==> src/rtl/chsync_pkg.sv <==
package chsync_pkg;

    localparam logic [7:0] COMMA_BYTE = 8'hBC;

    typedef enum logic [0:0] {
        SYNC_LOST = 1'b0,
        SYNC_HELD = 1'b1
    } sync_state_e;

    typedef struct packed {
        logic [7:0] data;
        logic       kflag;
        logic       err;
    } rx_sym_t;

    typedef struct packed {
        logic consec;
        logic rate;
        logic cdr;
    } loss_cause_t;

    function automatic logic is_comma(rx_sym_t s);
        return s.kflag && !s.err && (s.data == COMMA_BYTE);
    endfunction

    function automatic logic is_kword(rx_sym_t s);
        return s.kflag && !s.err;
    endfunction

endpackage

==> src/rtl/chsync_lock_qual.sv <==
module chsync_lock_qual #(
    parameter int QUAL_W = 16
) (
    input  logic              clk,
    input  logic              rst,
    input  logic              cdr_lock,
    input  logic [QUAL_W-1:0] qual_len,
    output logic              qual_ok
);
    logic [QUAL_W-1:0] stable_cnt;

    always_ff @(posedge clk) begin
        if (rst) begin
            stable_cnt <= '0;
        end else if (!cdr_lock) begin
            stable_cnt <= '0;
        end else if (stable_cnt < qual_len) begin
            stable_cnt <= stable_cnt + QUAL_W'(1);
        end
    end

    assign qual_ok = !rst && (stable_cnt >= qual_len);

    // a sampled lock drop withdraws qualification at once
    p_qual_drop_r2: assert property (@(posedge clk) disable iff (rst)
        (!cdr_lock && qual_len != '0) |=> (!qual_ok || qual_len == '0));

endmodule

==> src/rtl/chsync_lane.sv <==
module chsync_lane
    import chsync_pkg::*;
#(
    parameter int COMMA_RUN   = 4,
    parameter int KWORD_RUN   = 16,
    parameter int ERR_RUN     = 4,
    parameter int WIN_LEN     = 16,
    parameter int WIN_MAX_ERR = 8
) (
    input  logic        clk,
    input  logic        rst,
    input  rx_sym_t     sym,
    input  logic        cdr_lock,
    input  logic        hunt,
    input  logic        track,
    output logic        ready,
    output logic        loss,
    output loss_cause_t cause
);
    localparam int CW = $clog2(COMMA_RUN + 1);
    localparam int KW = $clog2(KWORD_RUN + 1);
    localparam int EW = $clog2(ERR_RUN + 1);
    localparam int PW = (WIN_LEN > 1) ? $clog2(WIN_LEN) : 1;
    localparam int NW = $clog2(WIN_LEN + 1);

    logic [CW-1:0] comma_run;
    logic [KW-1:0] kword_run;
    logic [EW-1:0] err_run;
    logic [PW-1:0] win_pos;
    logic [NW-1:0] win_errs;
    logic          comma_hit;
    logic          kword_hit;
    logic          pattern_done;

    // acquisition side
    always_comb begin
        comma_hit    = is_comma(sym);
        kword_hit    = is_kword(sym);
        pattern_done = (comma_hit && comma_run == CW'(COMMA_RUN - 1)) ||
                       (kword_hit && kword_run == KW'(KWORD_RUN - 1));
    end

    always_ff @(posedge clk) begin
        if (rst || !hunt) begin
            comma_run <= '0;
            kword_run <= '0;
            ready     <= 1'b0;
        end else begin
            if (!comma_hit)
                comma_run <= '0;
            else if (comma_run != CW'(COMMA_RUN))
                comma_run <= comma_run + CW'(1);
            if (!kword_hit)
                kword_run <= '0;
            else if (kword_run != KW'(KWORD_RUN))
                kword_run <= kword_run + KW'(1);
            ready <= ready || pattern_done;
        end
    end

    // monitoring side
    always_comb begin
        cause.cdr    = track && !cdr_lock;
        cause.consec = track && sym.err && (err_run == EW'(ERR_RUN - 1));
        cause.rate   = track && sym.err && (win_errs == NW'(WIN_MAX_ERR));
        loss         = cause.cdr || cause.consec || cause.rate;
    end

    always_ff @(posedge clk) begin
        if (rst || !track) begin
            err_run  <= '0;
            win_pos  <= '0;
            win_errs <= '0;
        end else begin
            if (!sym.err)
                err_run <= '0;
            else if (err_run != EW'(ERR_RUN))
                err_run <= err_run + EW'(1);
            if (win_pos == PW'(WIN_LEN - 1)) begin
                win_pos  <= '0;
                win_errs <= '0;
            end else begin
                win_pos  <= win_pos + PW'(1);
                win_errs <= win_errs + {{(NW-1){1'b0}}, sym.err};
            end
        end
    end

    // while tracking, the run never reaches the loss length
    p_run_short_r6: assert property (@(posedge clk) disable iff (rst)
        track |-> (err_run < EW'(ERR_RUN)));

    // while tracking, a block never holds more than the tolerated errors
    p_window_bound_r7: assert property (@(posedge clk) disable iff (rst)
        track |-> (win_errs <= NW'(WIN_MAX_ERR)));

    // suspending the hunt drops the ready mark
    p_ready_drop_r10: assert property (@(posedge clk) disable iff (rst)
        !hunt |=> !ready);

endmodule

==> src/rtl/chsync_monitor.sv <==
module chsync_monitor
    import chsync_pkg::*;
#(
    parameter int NCH         = 4,
    parameter int QUAL_W      = 16,
    parameter int COMMA_RUN   = 4,
    parameter int KWORD_RUN   = 16,
    parameter int ERR_RUN     = 4,
    parameter int WIN_LEN     = 16,
    parameter int WIN_MAX_ERR = 8
) (
    input  logic              clk,
    input  logic              dev_rst_n,
    input  logic              chlock_en,
    input  logic [QUAL_W-1:0] qual_len,
    input  logic [NCH-1:0]    cdr_lock,
    input  logic [8*NCH-1:0]  rx_byte,
    input  logic [NCH-1:0]    rx_kflag,
    input  logic [NCH-1:0]    rx_err,
    output logic              in_sync,
    output logic              lock_qualified,
    output logic [NCH-1:0]    los_status
);
    logic          rst;
    sync_state_e   state;
    logic [NCH-1:0] qual_ok;
    logic [NCH-1:0] lane_ready;
    logic [NCH-1:0] lane_loss;
    logic          hunt;
    logic          track;
    rx_sym_t       lane_sym   [NCH];
    loss_cause_t   lane_cause [NCH];

    assign rst = !dev_rst_n;

    for (genvar g = 0; g < NCH; g++) begin : g_lane
        assign lane_sym[g] = '{data: rx_byte[8*g +: 8], kflag: rx_kflag[g], err: rx_err[g]};

        chsync_lock_qual #(.QUAL_W(QUAL_W)) u_qual (
            .clk      (clk),
            .rst      (rst),
            .cdr_lock (cdr_lock[g]),
            .qual_len (qual_len),
            .qual_ok  (qual_ok[g])
        );

        chsync_lane #(
            .COMMA_RUN   (COMMA_RUN),
            .KWORD_RUN   (KWORD_RUN),
            .ERR_RUN     (ERR_RUN),
            .WIN_LEN     (WIN_LEN),
            .WIN_MAX_ERR (WIN_MAX_ERR)
        ) u_lane (
            .clk      (clk),
            .rst      (rst),
            .sym      (lane_sym[g]),
            .cdr_lock (cdr_lock[g]),
            .hunt     (hunt),
            .track    (track),
            .ready    (lane_ready[g]),
            .loss     (lane_loss[g]),
            .cause    (lane_cause[g])
        );
    end

    assign lock_qualified = &qual_ok;
    assign hunt           = (state == SYNC_LOST) && lock_qualified && chlock_en;
    assign track          = (state == SYNC_HELD);
    assign in_sync        = track;

    always_ff @(posedge clk) begin
        if (rst) begin
            state      <= SYNC_LOST;
            los_status <= '0;
        end else begin
            unique case (state)
                SYNC_LOST: begin
                    if (hunt && (&lane_ready)) begin
                        state      <= SYNC_HELD;
                        los_status <= '0;
                    end
                end
                SYNC_HELD: begin
                    if ((|lane_loss) || !chlock_en) begin
                        state      <= SYNC_LOST;
                        los_status <= los_status | lane_loss;
                    end
                end
                default: state <= SYNC_LOST;
            endcase
        end
    end

    // entry into sync only with qualified lock and enable
    p_entry_gate_r3: assert property (@(posedge clk) disable iff (rst)
        $rose(in_sync) |-> $past(lock_qualified && chlock_en));

    // status is clear on entry to sync
    p_los_clear_r9: assert property (@(posedge clk) disable iff (rst)
        $rose(in_sync) |-> (los_status == '0));

    // status bits are never lost while out of sync
    p_los_hold_r9: assert property (@(posedge clk) disable iff (rst)
        (!in_sync && $past(!in_sync)) |->
            ((los_status & $past(los_status)) == $past(los_status)));

    // a dropped enable ends sync on the next edge
    p_en_drop_r4: assert property (@(posedge clk) disable iff (rst)
        (in_sync && !chlock_en) |=> !in_sync);

endmodule

==> config.mk <==
export PLATFORM = sky130hd
export DESIGN_NAME = chsync_monitor
export DESIGN_NICKNAME = d
export VERILOG_FILES = /design/src/rtl/chsync_pkg.sv /design/src/rtl/chsync_lock_qual.sv /design/src/rtl/chsync_lane.sv /design/src/rtl/chsync_monitor.sv
export SDC_FILE = /design/constraint.sdc
export NUM_CORES = 1
export LEC_CHECK = 0
export ABC_CLOCK_PERIOD_IN_PS = 6500
export BUFFER_PORTS_ARGS = -buffer_cell sky130_fd_sc_hd__buf_2
export CORE_ASPECT_RATIO = 1.75
export CORE_MARGIN = 8
export CORE_UTILIZATION = 36
export CTS_CLUSTER_DIAMETER = 80
export DETAILED_ROUTE_END_ITERATION = 12
export GPL_ROUTABILITY_DRIVEN = 0
export PLACE_DENSITY = 0.59
export SETUP_SLACK_MARGIN = 0.1
export SLEW_MARGIN = 20
export SYNTH_ARGS = -nofsm -noshare
export SYNTH_HDL_FRONTEND = slang
export SYNTH_SLANG_ARGS = --single-unit
==> constraint.sdc <==
create_clock -name clk -period 6.5 [get_ports clk]
set_input_delay 0.65 -clock clk [delete_from_list [all_inputs] [get_ports clk]]
set_output_delay 0.65 -clock clk [all_outputs]
set_load 0.01 [all_outputs]
======== Word level (Yosys, flattened, before mapping) ========
Cells that the tools add are included.
word-level totals
  register bits ........................... 153
  bits of input ports ..................... 63
  logic and storage cells ................. 214
operators by class
  bitwise gates (word level) .............. 14
  mux-type cells .......................... 6
  add/subtract/negate cells ............... 24
  order comparisons ....................... 8
  reduce and logical (&&, ||, !) cells .... 94
  eq/ne operators ......................... 38
operator list
  cell                     number
  $add A16 B1 Y16 const B  4
  $ge A16 B16 Y1           4
  $lt A16 B16 Y1           4
  $eq A5 B4 Y1 const B     8
  $logic_and A1 B1 Y1      39
  $eq A8 B8 Y1 const B     4
  $reduce_or A2 Y1         16
  $add A3 B1 Y3 const B    8
  $eq A3 B2 Y1 const B     8
  $ne A3 B3 Y1 const B     8
  $add A5 B1 Y5            4
  $add A5 B1 Y5 const B    4
  $ne A5 B5 Y1 const B     4
  $logic_or A1 B1 Y1       19
  $add A4 B1 Y4 const B    4
  $eq A4 B4 Y1 const B     4
  $not A1 Y1               13
  $logic_not A1 Y1         12
  $reduce_and A2 Y1        5
  $mux W4                  2
  $pmux W4 S2              1
  $reduce_and A4 Y1        2
  $ne A2 B1 Y1 const B     2
  $or A4 B4 Y4             1
  other kinds (3)          4

======== Logic depth before layout (Yosys ltp) ========
Gate-level depths: netlist of the first run.
  depth in word-level cells ............... 8
  depth in mapped cells ................... 10
  mapped depth without buffers ............ 8

======== Hierarchy ========
Synthesis of the first run repeated with hierarchy kept, for this count alone.
unflattened totals
  cell total of the unflattened synthesis .. 1,048
  area total of the unflattened synthesis .. 8,958.6 sq um
modules (own cells, without submodules)
  module                                    cells an instance  seq. area each (sq um)  times used  area an instance (sq um)
  chsync_lane                               104                420.4                   4           1,019.7
  chsync_lock_qual at g_lane[0].u_qual ...  152                320.3                   3           1,167.4
  chsync_lock_qual at g_lane[3].u_qual      152                320.3                   1           1,169.9
  chsync_monitor                            24                 100.1                   1           207.7

======== Worst setup path before layout of the first run ========
Ideal clock, no wire load.
  path type ............................... in2out
  start point ............................. in qual_len[15]
  end point ............................... out lock_qualified
  data arrival time ....................... 2.599 ns
  cell stages on the path ................. 10
  path buffers ............................ 2
  slack ................................... 3.251 ns
  cells stage by stage .................... inv_1 ha_1 nand4_1 or3_4 a211oi_4 o31ai_1 nand4bb_1 buf_2 buf_2 inv_1
between the ends
  cells in the longest elaborated chain, start to end .. 3
  elaborated cells on any way between the ends .. 9
RTL lines
  element              line                    source
  start, declared      chsync_monitor.sv:15    input logic [QUAL_W-1:0] qual_len,
  $ge A16 B16 Y1       chsync_lock_qual.sv:22  assign qual_ok = !rst && (stable_cnt >= qual_len);
  $logic_and A1 B1 Y1  chsync_lock_qual.sv:22
  $reduce_and A4 Y1 *  chsync_monitor.sv:66    assign lock_qualified = &qual_ok;
  end, declared        chsync_monitor.sv:21    output logic lock_qualified,
Every way passes the cells marked *; elsewhere a longest branch is shown, timed or not.

======== Final worst setup path of the first run ========
Same ends and word-level chain as after synthesis.

==> impl_results.md, run 1 <==
- Total global-route track usage: 0.146
- Worst Hold Class: reg2reg
- Clk sinks: approximately 150
- Post-CTS Resized: 0
- Worst Reg-to-Reg Cells: 7
- Skew-Pair Late Insertion Delay: 440 ps
- Synthesized area: 0.00876 mm2
- EDFF count, synth: 0
- Register area share after synthesis: 0.350
- Hold Path Cell Cnt: 1
- Hpwl dp: ~16 mm
- Net switching power: ~480 uW
- Pins over their slew limit: 0
- Starting Density: 0.366
- Top cells by count, synth: 153 x dfxtp_1, 116 x ha_1, 82 x nor2_1
- Min Tclk post-route: a little under 4000 ps
- Cell internal pwr: 1.53 mW
- Flop pwr share: 0.471
- Share of the synthesized area in the top cell type: 0.350
- CTS tree: done
- # port buffers: a little under 70
- FF-to-FF Start: g_lane[0].u_qual.stable_cnt[7]
- # DRC: 0
- Fill cells: between 2000 and 2500
- First-pass GRT wire length: 34.9 mm
- Vias: 7356
- Iter 0 DRT Violations: about 260
- Peak supply drop: 0.185 mV
- CP max FO: 37
- # diodes: 0
- Worst Hold Path EP: g_lane[3].u_lane.win_pos[0]
- Clock buffer depth: 2
- WL per Instance: 15.3 um
- Aggregate routed wire length: around 21 mm
- HP Start: g_lane[3].u_lane.win_pos[0]
- Reg-to-reg setup timing slack: around 3500 ps
- Row cnt: 75
- Nets: ~1200
- Width of the die: between 100 and 150 um
- Startpoint Class: primary input
- Final instance area: about 0.01 mm2
- Status: finished, final reports clean
- Layout cells sized above 1: 0.114
- Die Height: between 200 and 250 um
- Seq cells post-synth: 153
- Die area: 0.0298 mm2
- Drt first pass iters: 5
- Pleak: 3.85 nW
- Post-synth top area cell: dfxtp_1
- Synth area leaders: dfxtp_1 35%, ha_1 17%, xnor2_1 5.9%
- Root Buffer: clkbuf_16
- Core area: 0.0239 mm2
- Hold buffer count at cts: 0
- Synth unique cells: between 50 and 60
- Switch share: 0.238
- Total global routing overflow: 0
- Pwr/cell area: 201 mW/mm2
- Unrepaired setup endpoints after global routing: false
- Number of placed I/O pins: between 60 and 70
- Crit. End Element: output port
- Post-synth ARST share: 0
- Slew @ Worst Pin: 987 ps
- Max cap viols: 0
- Post-CTS setup repair buffer count: 0
- Clock skew: approximately 10 ps
- Vias per cell: roughly 5.3
- Vias in the first global route: 7363
- Final Hold Fails: 0
- Most used DFF post-synth: dfxtp_1
- Largest net degree at the start of global routing: 38
- Clock transition at path regs: 60 ps
- Reg2reg end: g_lane[0].u_qual.stable_cnt[11]
- TNS Setup: 0 ps
- Mean Syn Cell Area: about 8.8 um2
- Critical Path AT: roughly 3300 ps
- Clock share of power: 0.484
- Yosys warns: 0
- H-tree lvl count: 4
- Post-DRT Antenna Nets: 0
- Setup Viol. Count Final: 0
- Dpl cell area: 0.00941 mm2
- Synth Net Count: 1174
- Slew HR: 0.342
- Combinational power share: 0.045
- Most frequent cell after synthesis: dfxtp_1
- Worst EP required: 5850 ps
- CP Class: in2out
- Cts bufs inserted: 17
- Fmax: 252 MHz
- Initial antenna violation count: 0
- Tcrit/Tclk final: 0.610
- Synth Instances: 995
- P&R area growth vs syn: 13.9%
-- metrics by stage --
stage | util | worst slack [ps] | instances | hold slack, ps | power [mW]
after global routing | 0.417 | 2400 | 1381 | 467 | 2.09
after detailed placement | 0.393 | 2560 | 1349 | 445 | 1.06
after global placement | 0.393 | 2590 | 1349 | 438 | 1.05
final | 0.417 | 2540 | 1381 | 454 | 2.00
after CTS | 0.417 | 2550 | 1381 | 461 | 2.04
after floorplan | - | 3250 | 995 | 418 | 1.01
-- cell families after synthesis --
group           share of synthesized area
simple gates                        0.256
flops                               0.350
compound gates                      0.102
fa+ha+maj                           0.166
buf+inv                            0.0406
xor+xnor                           0.0730
mux                                0.0126
-- state kept, by name (all words and copies together) (netlist names) --
signal,cells
in_sync,1
g_lane.u_lane.ready,4
g_lane.u_lane.win_pos,16
g_lane.u_lane.win_errs,20
g_lane.u_lane.err_run,12
los_status,4
g_lane.u_qual.stable_cnt,64
g_lane.u_lane.kword_run,20
g_lane.u_lane.comma_run,12
-- area by class of cell --
cell class / instances / area (um2) / share of cell area
flip-flops and latches: 153 / 3060 / 0.307
clock buffers: 20 / 457 / 0.0458
repair buffers: 71 / 363 / 0.0364
multi-input cells: 751 / 5350 / 0.536
clock inverters: 12 / 114 / 0.0114
well taps: 308 / 385 / 0.0386
inverters: 66 / 248 / 0.0248
-- routing by layer --
metal / vias up / global-route usage / routed length, um
li1: 3728 / - / -
met4: 0 / 0.0888 / 817
met2: 138 / 0.273 / 11300
met3: 44 / 0.0269 / 647
met1: 3446 / 0.143 / 8410
met5: - / 0 / 0
-- worst max path at each step --
stage | from | to | depth (start not counted)
after global placement | qual_len[15] | lock_qualified | 11
after floorplan | qual_len[15] | lock_qualified | 10
final | qual_len[15] | lock_qualified | 11
after global routing | qual_len[15] | lock_qualified | 11
after detailed placement | qual_len[15] | lock_qualified | 11
after CTS | qual_len[15] | lock_qualified | 11
-- critical path, cell delays in order --
cell,delay [ps]
buf_2,80
inv_1,90
ha_1,340
nand4_1,160
or3_4,450
a211oi_4,600
o31ai_1,160
nand4bb_2,260
buf_4,290
inv_1,90
buf_2,130
-- cell usage in the layout, fill, tap and decap left out, types with 4 or more instances in the layout --
| cell type | synthesis | final |
|---|---|---|
| clkbuf_16 | 0 | 17 |
| nand2_1 | 76 | 76 |
| dfxtp_1 | 153 | 153 |
| nand3_1 | 49 | 49 |
| xor2_1 | 14 | 14 |
| nor2_1 | 82 | 82 |
| nand2b_1 | 8 | 8 |
| or3_1 | 12 | 12 |
| or4_1 | 14 | 14 |
| clkinvlp_4 | 0 | 4 |
| inv_1 | 66 | 66 |
| o211ai_1 | 4 | 4 |
| buf_2 | 5 | 68 |
| nor4b_1 | 16 | 16 |
| nor4_1 | 28 | 28 |
| nor4_2 | 7 | 7 |
| nor3_1 | 26 | 26 |
| o31ai_1 | 17 | 17 |
| nor2b_1 | 9 | 9 |
| o21a_1 | 8 | 8 |
| mux2i_1 | 11 | 11 |
| nand4b_1 | 7 | 7 |
| a221oi_1 | 5 | 5 |
| nand4_1 | 29 | 29 |
| ha_1 | 116 | 116 |
| a21oi_1 | 67 | 67 |
| and3_1 | 24 | 24 |
| o21ai_0 | 27 | 27 |
| xnor2_1 | 59 | 59 |
-- power groups by stage --
stage | clock network [mW] | registers [mW] | logic, mW
finish | 0.969 | 0.943 | 0.0910
global placement | 0 | 0.964 | 0.0889
detailed placement | 0 | 0.964 | 0.0914
global route | 1.04 | 0.942 | 0.101
floorplan | 0 | 0.963 | 0.0508
CTS | 1.00 | 0.942 | 0.0921
(Power assumes the default switching activity.)
==> run 2, diff against run 1 <==
- ABC_CLOCK_PERIOD_IN_PS: 6500 -> 3250
- PLACE_DENSITY: 0.59 -> 0.61
- clock period: 6.5 -> 3.25 ns (I/O delays scaled with it)
==> run 2 against run 1 <==
  * Final area up 1.5%
  * Critical path depth fell by 2
  * Sequential cell count did not move
  * Die area unchanged
  * Global-route usage is essentially flat
  * Register-to-register slack got worse by 2800 ps
  * Routed wire length grew 0.84%
  * Non-clock buffer count grew 10
  * Utilization rose by 0.61 points
  * Largest cell class unchanged
==> impl_results.md, run 2 (synthesized netlist as in run 1, its figures left out) <==
- Status: finished, final reports clean (unchanged)
- Crit. End Element: output port (unchanged)
- Pwr/cell area: 390 mW/mm2 (was 201 mW/mm2)
- Worst Hold Class: in2reg (was reg2reg)
- Initial antenna violation count: 0 (unchanged)
- Layout cells sized above 1: 0.126 (was 0.114)
- Core area: 0.0239 mm2 (unchanged)
- Width of the die: 134 um (unchanged)
- Skew-Pair Late Insertion Delay: 430 ps (was 440 ps)
- CP max FO: 19 (was 37)
- Clk sinks: 153 (unchanged)
- Worst EP required: 2920 ps (was 5850 ps)
- P&R area growth vs syn: 15.6% (was 13.9%)
- Tcrit/Tclk final: 0.928
- Setup Viol. Count Final: 0 (unchanged)
- Crit path capture: lock_qualified (unchanged)
- Clock transition at path regs: 60 ps (about the same)
- Total global routing overflow: 0 (unchanged)
- Power Total: 3.95 mW (was 2.00 mW)
- Reg2reg end: g_lane[1].u_qual.stable_cnt[11] (was g_lane[0].u_qual.stable_cnt[11])
- Hold Path Cell Cnt: 3 (was 1)
- Pleak: 3.93 nW (was 3.85 nW)
- Biggest register: g_lane.u_qual.stable_cnt (unchanged)
- First-pass GRT wire length: 35.2 mm (was 34.9 mm)
- Commonest non-fill, non-tap cell in the layout: dfxtp_1 (unchanged)
- Aggregate routed wire length: 21.4 mm (was 21.2 mm)
- Most frequent cells in the layout: 153 x dfxtp_1, 116 x ha_1, 82 x nor2_1, 76 x nand2_1, 68 x buf_2 (unchanged)
- TNS Setup: 0 ps (unchanged)
- H-tree lvl count: 4 (unchanged)
- Iter 0 DRT Violations: 197 (was 256)
- Startpoint Class: flip-flop (was primary input)
- Fmax: 332 MHz
- WL per Instance: 15.4 um (was 15.3 um)
- Dpl cell area: 0.00947 mm2 (was 0.00941 mm2)
- FF-to-FF Start: g_lane[1].u_qual.stable_cnt[1] (was g_lane[0].u_qual.stable_cnt[7])
- Total global-route track usage: 0.146 (about the same)
- Clock buffer depth: 2 (unchanged)
- Cts bufs inserted: 17 (unchanged)
- Final Non-Filler Cells: 1390 (was 1381)
- Min Tclk post-route: 3020 ps
- # DRC: 0 (unchanged)
- Finished Core Util: 0.423 (was 0.417)
- Largest net degree at the start of global routing: 38 (unchanged)
- Pins over their slew limit: 0 (unchanged)
- Nets: 1249 (was 1239)
- Die area: 0.0298 mm2 (unchanged)
- Setup Slack @ Placement: 90.8 ps (was 2560 ps)
- Root Buffer: clkbuf_16 (unchanged)
- # diodes: 0 (unchanged)
- Critical Path AT: 2690 ps (was 3310 ps)
- Max FFs per register: 64 (unchanged)
- Hpwl dp: 16.2 mm (about the same)
- Biggest regs: g_lane.u_qual.stable_cnt x64, g_lane.u_lane.kword_run x20, g_lane.u_lane.win_errs x20 (unchanged)
- Post-Route M1 WL: 8.46 mm (was 8.41 mm)
- Final Hold Fails: 0 (unchanged)
- Final instance area: 0.0101 mm2 (was 0.00998 mm2)
- Final WS setup: 234 ps (was 2540 ps)
- Max cap viols: 0 (unchanged)
- Top Metal Used: met4 (unchanged)
- Peak supply drop: 0.380 mV (was 0.185 mV)
- Slew @ Worst Pin: 962 ps (was 987 ps)
- Drt first pass iters: 4 (was 5)
- Clock skew: 9.49 ps (was 10.5 ps)
- Met3 wire length: 757 um (was 647 um)
- # port buffers: 68 (unchanged)
- Vias in the first global route: 7439 (was 7363)
- Vias per cell: 5.33 (about the same)
- Number of placed I/O pins: 69 (unchanged)
- CP Class: reg2out (was in2out)
- Worst hold slack: 226 ps (was 454 ps)
- Worst Reg-to-Reg Cells: 7 (unchanged)
- Met2 WL: 11.4 mm (was 11.3 mm)
- CTS tree: done (unchanged)
- Vias: 7412 (was 7356)
- Post-DRT Antenna Nets: 0 (unchanged)
- Post-Place Cells: 1356 (was 1349)
- Unrepaired setup endpoints after global routing: false (unchanged)
- Starting Density: 0.366 (unchanged)
- Reg-to-reg setup timing slack: 650 ps (was 3450 ps)
- Die Height: 222 um (unchanged)
- Row cnt: 75 (unchanged)
- Slew HR: 0.350 (was 0.342)
- Critical Path Source: g_lane[3].u_qual.stable_cnt[13] (was qual_len[15])
[run 2: layer usage]
metal  GRT usage  vias to the layer above
met4      0.0714                        0
met1       0.143                     3496
met2       0.277                      122
li1            -                     3751
met5           0                        -
met3      0.0343                       43
[run 2: worst min path at each step]
stage                                      from                           to  slack [ps]
global placement    g_lane[3].u_lane.win_pos[0]  g_lane[3].u_lane.win_pos[0]         440
floorplan           g_lane[3].u_lane.win_pos[0]  g_lane[3].u_lane.win_pos[0]         420
CTS                                   rx_err[1]  g_lane[1].u_lane.err_run[2]         200
finish                                rx_err[1]  g_lane[1].u_lane.err_run[1]         230
detailed placement  g_lane[3].u_lane.win_pos[0]  g_lane[3].u_lane.win_pos[0]         450
global route                          rx_err[0]  g_lane[0].u_lane.err_run[1]         230
[run 2: report_power, final]
group          internal [mW]  total (mW)  switching [mW]
Clock                   1.08        1.88           0.801
Sequential              1.88        1.89         0.00576
Combinational         0.0726       0.185           0.112
Total                   3.03        3.95           0.918
[run 2: cell type report]
cell class | instances | area (um2)
clock inverter | 9 | 66.3
sequential | 153 | 3060
tap | 308 | 385
multi-input combinational | 751 | 5400
fill | 2434 | 13800
inverter | 66 | 248
timing repair buffer | 81 | 468
clock buffer | 22 | 494
[run 2: critical path: stages, from the launching register on]
cell and delay [ps]:
dfxtp_1 340, ha_1 300, nand4_1 180, or3_4 430
o31ai_4 290, o31ai_1 100, nand4bb_4 260, buf_12 180
inv_1 50, buf_2 120
[run 2: timing repair]
action,CTS,global route
gates cloned,0,1
hold buffers,0,0
pin swaps,1,3
gates resized for setup,3,5
setup buffers,1,1
endpoints found under the setup margin,1,1
==> run 3, diff against run 2 <==
- BUFFER_PORTS_ARGS: -buffer_cell sky130_fd_sc_hd__buf_2 -> not set
- CTS_BUF_LIST: not set -> sky130_fd_sc_hd__clkbuf_2 sky130_fd_sc_hd__clkbuf_4 sky130_fd_sc_hd__clkbuf_8
- DONT_BUFFER_PORTS: not set -> 1
- PLACE_DENSITY: 0.61 -> 0.59
==> run 3 against run 2 <==
  * Worst setup slack gained 35 ps
  * Utilization fell by 2.3 points
  * Critical path depth is 1 lower
  * Largest power group unchanged
  * Die area is the same
  * Maximum frequency grew 1.2%
  * Clock power decreased by 25%
  * Power down 13%
  * Clock skew increased by 6.6 ps
  * Clock-buffer cell count fell by 2
==> impl_results.md, run 3 (synthesized netlist as in run 1, its figures left out) <==
- Aggregate routed wire length: 21.3 mm (was 21.4 mm)
- Unrepaired setup endpoints after global routing: false (unchanged)
- Pwr/cell area: 359 mW/mm2 (was 390 mW/mm2)
- Fmax: 336 MHz (was 332 MHz)
- Layout cells sized above 1: 0.0622 (was 0.126)
- Post-Place Cells: 1286 (was 1356)
- Gr busiest metal: met2 (unchanged)
- Initial antenna violation count: 0 (unchanged)
- Width of the die: 134 um (unchanged)
- Tcrit/Tclk final: 0.917 (was 0.928)
- Core area: 0.0239 mm2 (unchanged)
- Final instance area: 0.00956 mm2 (was 0.0101 mm2)
- GR Util met1: 0.140 (was 0.143)
- Final Hold Fails: 0 (unchanged)
- Combinational power share: 0.040 (was 0.047)
- Hpwl dp: 16.4 mm (was 16.2 mm)
- Crit path largest cell delay: 460 ps (was 430 ps)
- GR met2 Demand/Resource: 0.277 (about the same)
- Row cnt: 75 (unchanged)
- Slew HR: 0.350 (about the same)
- Total global-route track usage: 0.144 (was 0.146)
- Commonest non-fill, non-tap cell in the layout: dfxtp_1 (unchanged)
- # port buffers: 0 (was 68)
- CP delay by family, top: simple AND/OR/NAND/NOR gates (unchanged)
- Clock transition at path regs: 90 ps (was 60 ps)
- Biggest regs: g_lane.u_qual.stable_cnt x64, g_lane.u_lane.kword_run x20, g_lane.u_lane.win_errs x20 (unchanged)
- Clock buffer depth: 2 (unchanged)
- Vias in the first global route: 7092 (was 7439)
- CP max FO: 19 (unchanged)
- Vias per cell: 5.40 (was 5.33)
- # DRC: 0 (unchanged)
- Min Tclk post-route: 2980 ps (was 3020 ps)
- Crit. End Element: output port (unchanged)
- Critical Path AT: 2660 ps (was 2690 ps)
- Clock skew: 16.1 ps (was 9.49 ps)
- Largest net degree at the start of global routing: 38 (unchanged)
- Dpl cell area: 0.00910 mm2 (was 0.00947 mm2)
- Clk sinks: 153 (unchanged)
- Final Non-Filler Cells: 1321 (was 1390)
- Die area: 0.0298 mm2 (unchanged)
- TNS Setup: 0 ps (unchanged)
- # diodes: 0 (unchanged)
- Vias: 7129 (was 7412)
- Max cap viols: 0 (unchanged)
- Iter 0 DRT Violations: 241 (was 197)
- Worst Hold Class: in2reg (unchanged)
- P&R area growth vs syn: 9.22% (was 15.6%)
- Power Total: 3.44 mW (was 3.95 mW)
- Clock share of power: 0.412 (was 0.475)
- CTS tree: done (unchanged)
- Net switching power: 859 uW (was 918 uW)
- Root Buffer: clkbuf_8 (was clkbuf_16)
- Slew @ Worst Pin: 961 ps (was 962 ps)
- Total global routing overflow: 0 (unchanged)
- CP Cell Sequence: ha_1, nand4_1, or3_4, o31ai_4, o31ai_1, nand4bb_4, buf_12, inv_1 (was ha_1, nand4_1, or3_4, o31ai_4, o31ai_1, nand4bb_4, buf_12, inv_1, buf_2)
- Setup Viol. Count Final: 0 (unchanged)
- WL per Instance: 16.1 um (was 15.4 um)
- Number of placed I/O pins: 69 (unchanged)
- CP Class: reg2out (unchanged)
- Post-DRT Antenna Nets: 0 (unchanged)
- Most frequent cells in the layout: 153 x dfxtp_1, 116 x ha_1, 82 x nor2_1, 76 x nand2_1, 67 x a21oi_1 (was 153 x dfxtp_1, 116 x ha_1, 82 x nor2_1, 76 x nand2_1, 68 x buf_2)
- Die Height: 222 um (unchanged)
- Switch share: 0.250 (was 0.233)
- Finished Core Util: 0.400 (was 0.423)
- Worst EP required: 2920 ps (about the same)
- H-tree lvl count: 4 (unchanged)
- Peak supply drop: 0.358 mV (was 0.380 mV)
- First-pass GRT wire length: 34.3 mm (was 35.2 mm)
- Startpoint Class: flip-flop (unchanged)
- Skew-Pair Late Insertion Delay: 460 ps (was 430 ps)
- Pleak: 3.57 nW (was 3.93 nW)
- Status: finished, final reports clean (unchanged)
- Grt met3 use: 0.0325 (was 0.0343)
- Buf+Inv Stages, Crit Path: 2 (was 3)
- Drt first pass iters: 4 (unchanged)
- Starting Density: 0.366 (unchanged)
- Cell internal pwr: 2.58 mW (was 3.03 mW)
- Pins over their slew limit: 0 (unchanged)
- Cts bufs inserted: 17 (unchanged)
- Critical-path top delay cell: or3_4 (unchanged)
- Biggest register: g_lane.u_qual.stable_cnt (unchanged)
- Max FFs per register: 64 (unchanged)
- Flop pwr share: 0.548 (was 0.478)
- Nets: 1179 (was 1249)
[run 3: per-stage QoR]
stage                     setup WS [ps]  hold WS, ps
final                               270         35.3
after global routing                112         7.21
after CTS                           102        0.153
after detailed placement            359          445
after global placement              418          435
after floorplan                     651          418
[run 3: timing repair]
action | in CTS | in global routing
resized for setup | 4 | 2
gates cloned | 0 | 1
endpoints found under the hold margin | 4 | 0
hold buffers | 1 | 0
endpoints found under the setup margin | 1 | 1
setup buffers | 0 | 1
[run 3: layout make-up]
cell class                      instances  area (um2)
Clock buffer                           20         263
Clock inverter                         12         116
Fill cell                            2434       14400
Inverter                               66         248
Multi-Input combinational cell        751        5370
Sequential cell                       153        3060
Tap cell                              308         385
Timing Repair Buffer                   11         115
[run 3: power by group through the flow]
stage | sequential [mW] | clock, mW | combinational [mW]
final | 1.88 | 1.41 | 0.139
after global routing | 1.88 | 1.56 | 0.156
after CTS | 1.88 | 1.48 | 0.141
after detailed placement | 1.93 | 0 | 0.139
after global placement | 1.93 | 0 | 0.135
after floorplan | 1.93 | 0 | 0.102
[run 3: routing by layer]
metal | vias up | share of wire
li1 | 3602 | -
met1 | 3355 | 0.39
met2 | 141 | 0.55
met3 | 31 | 0.039
met4 | 0 | 0.026
met5 | - | 0
[run 3: final timing paths]
path / cells after the start / to / slack [ps] / from
setup / recovery: 8 / lock_qualified / 270 / g_lane[3].u_qual.stable_cnt[14]
hold / removal: 2 / g_lane[3].u_lane.err_run[2] / 40 / rx_err[3]
setup reg to reg: 8 / g_lane[1].u_qual.stable_cnt[13] / 530 / g_lane[1].u_qual.stable_cnt[7]
hold reg to reg: 1 / g_lane[3].u_lane.win_pos[0] / 450 / g_lane[3].u_lane.win_pos[0]
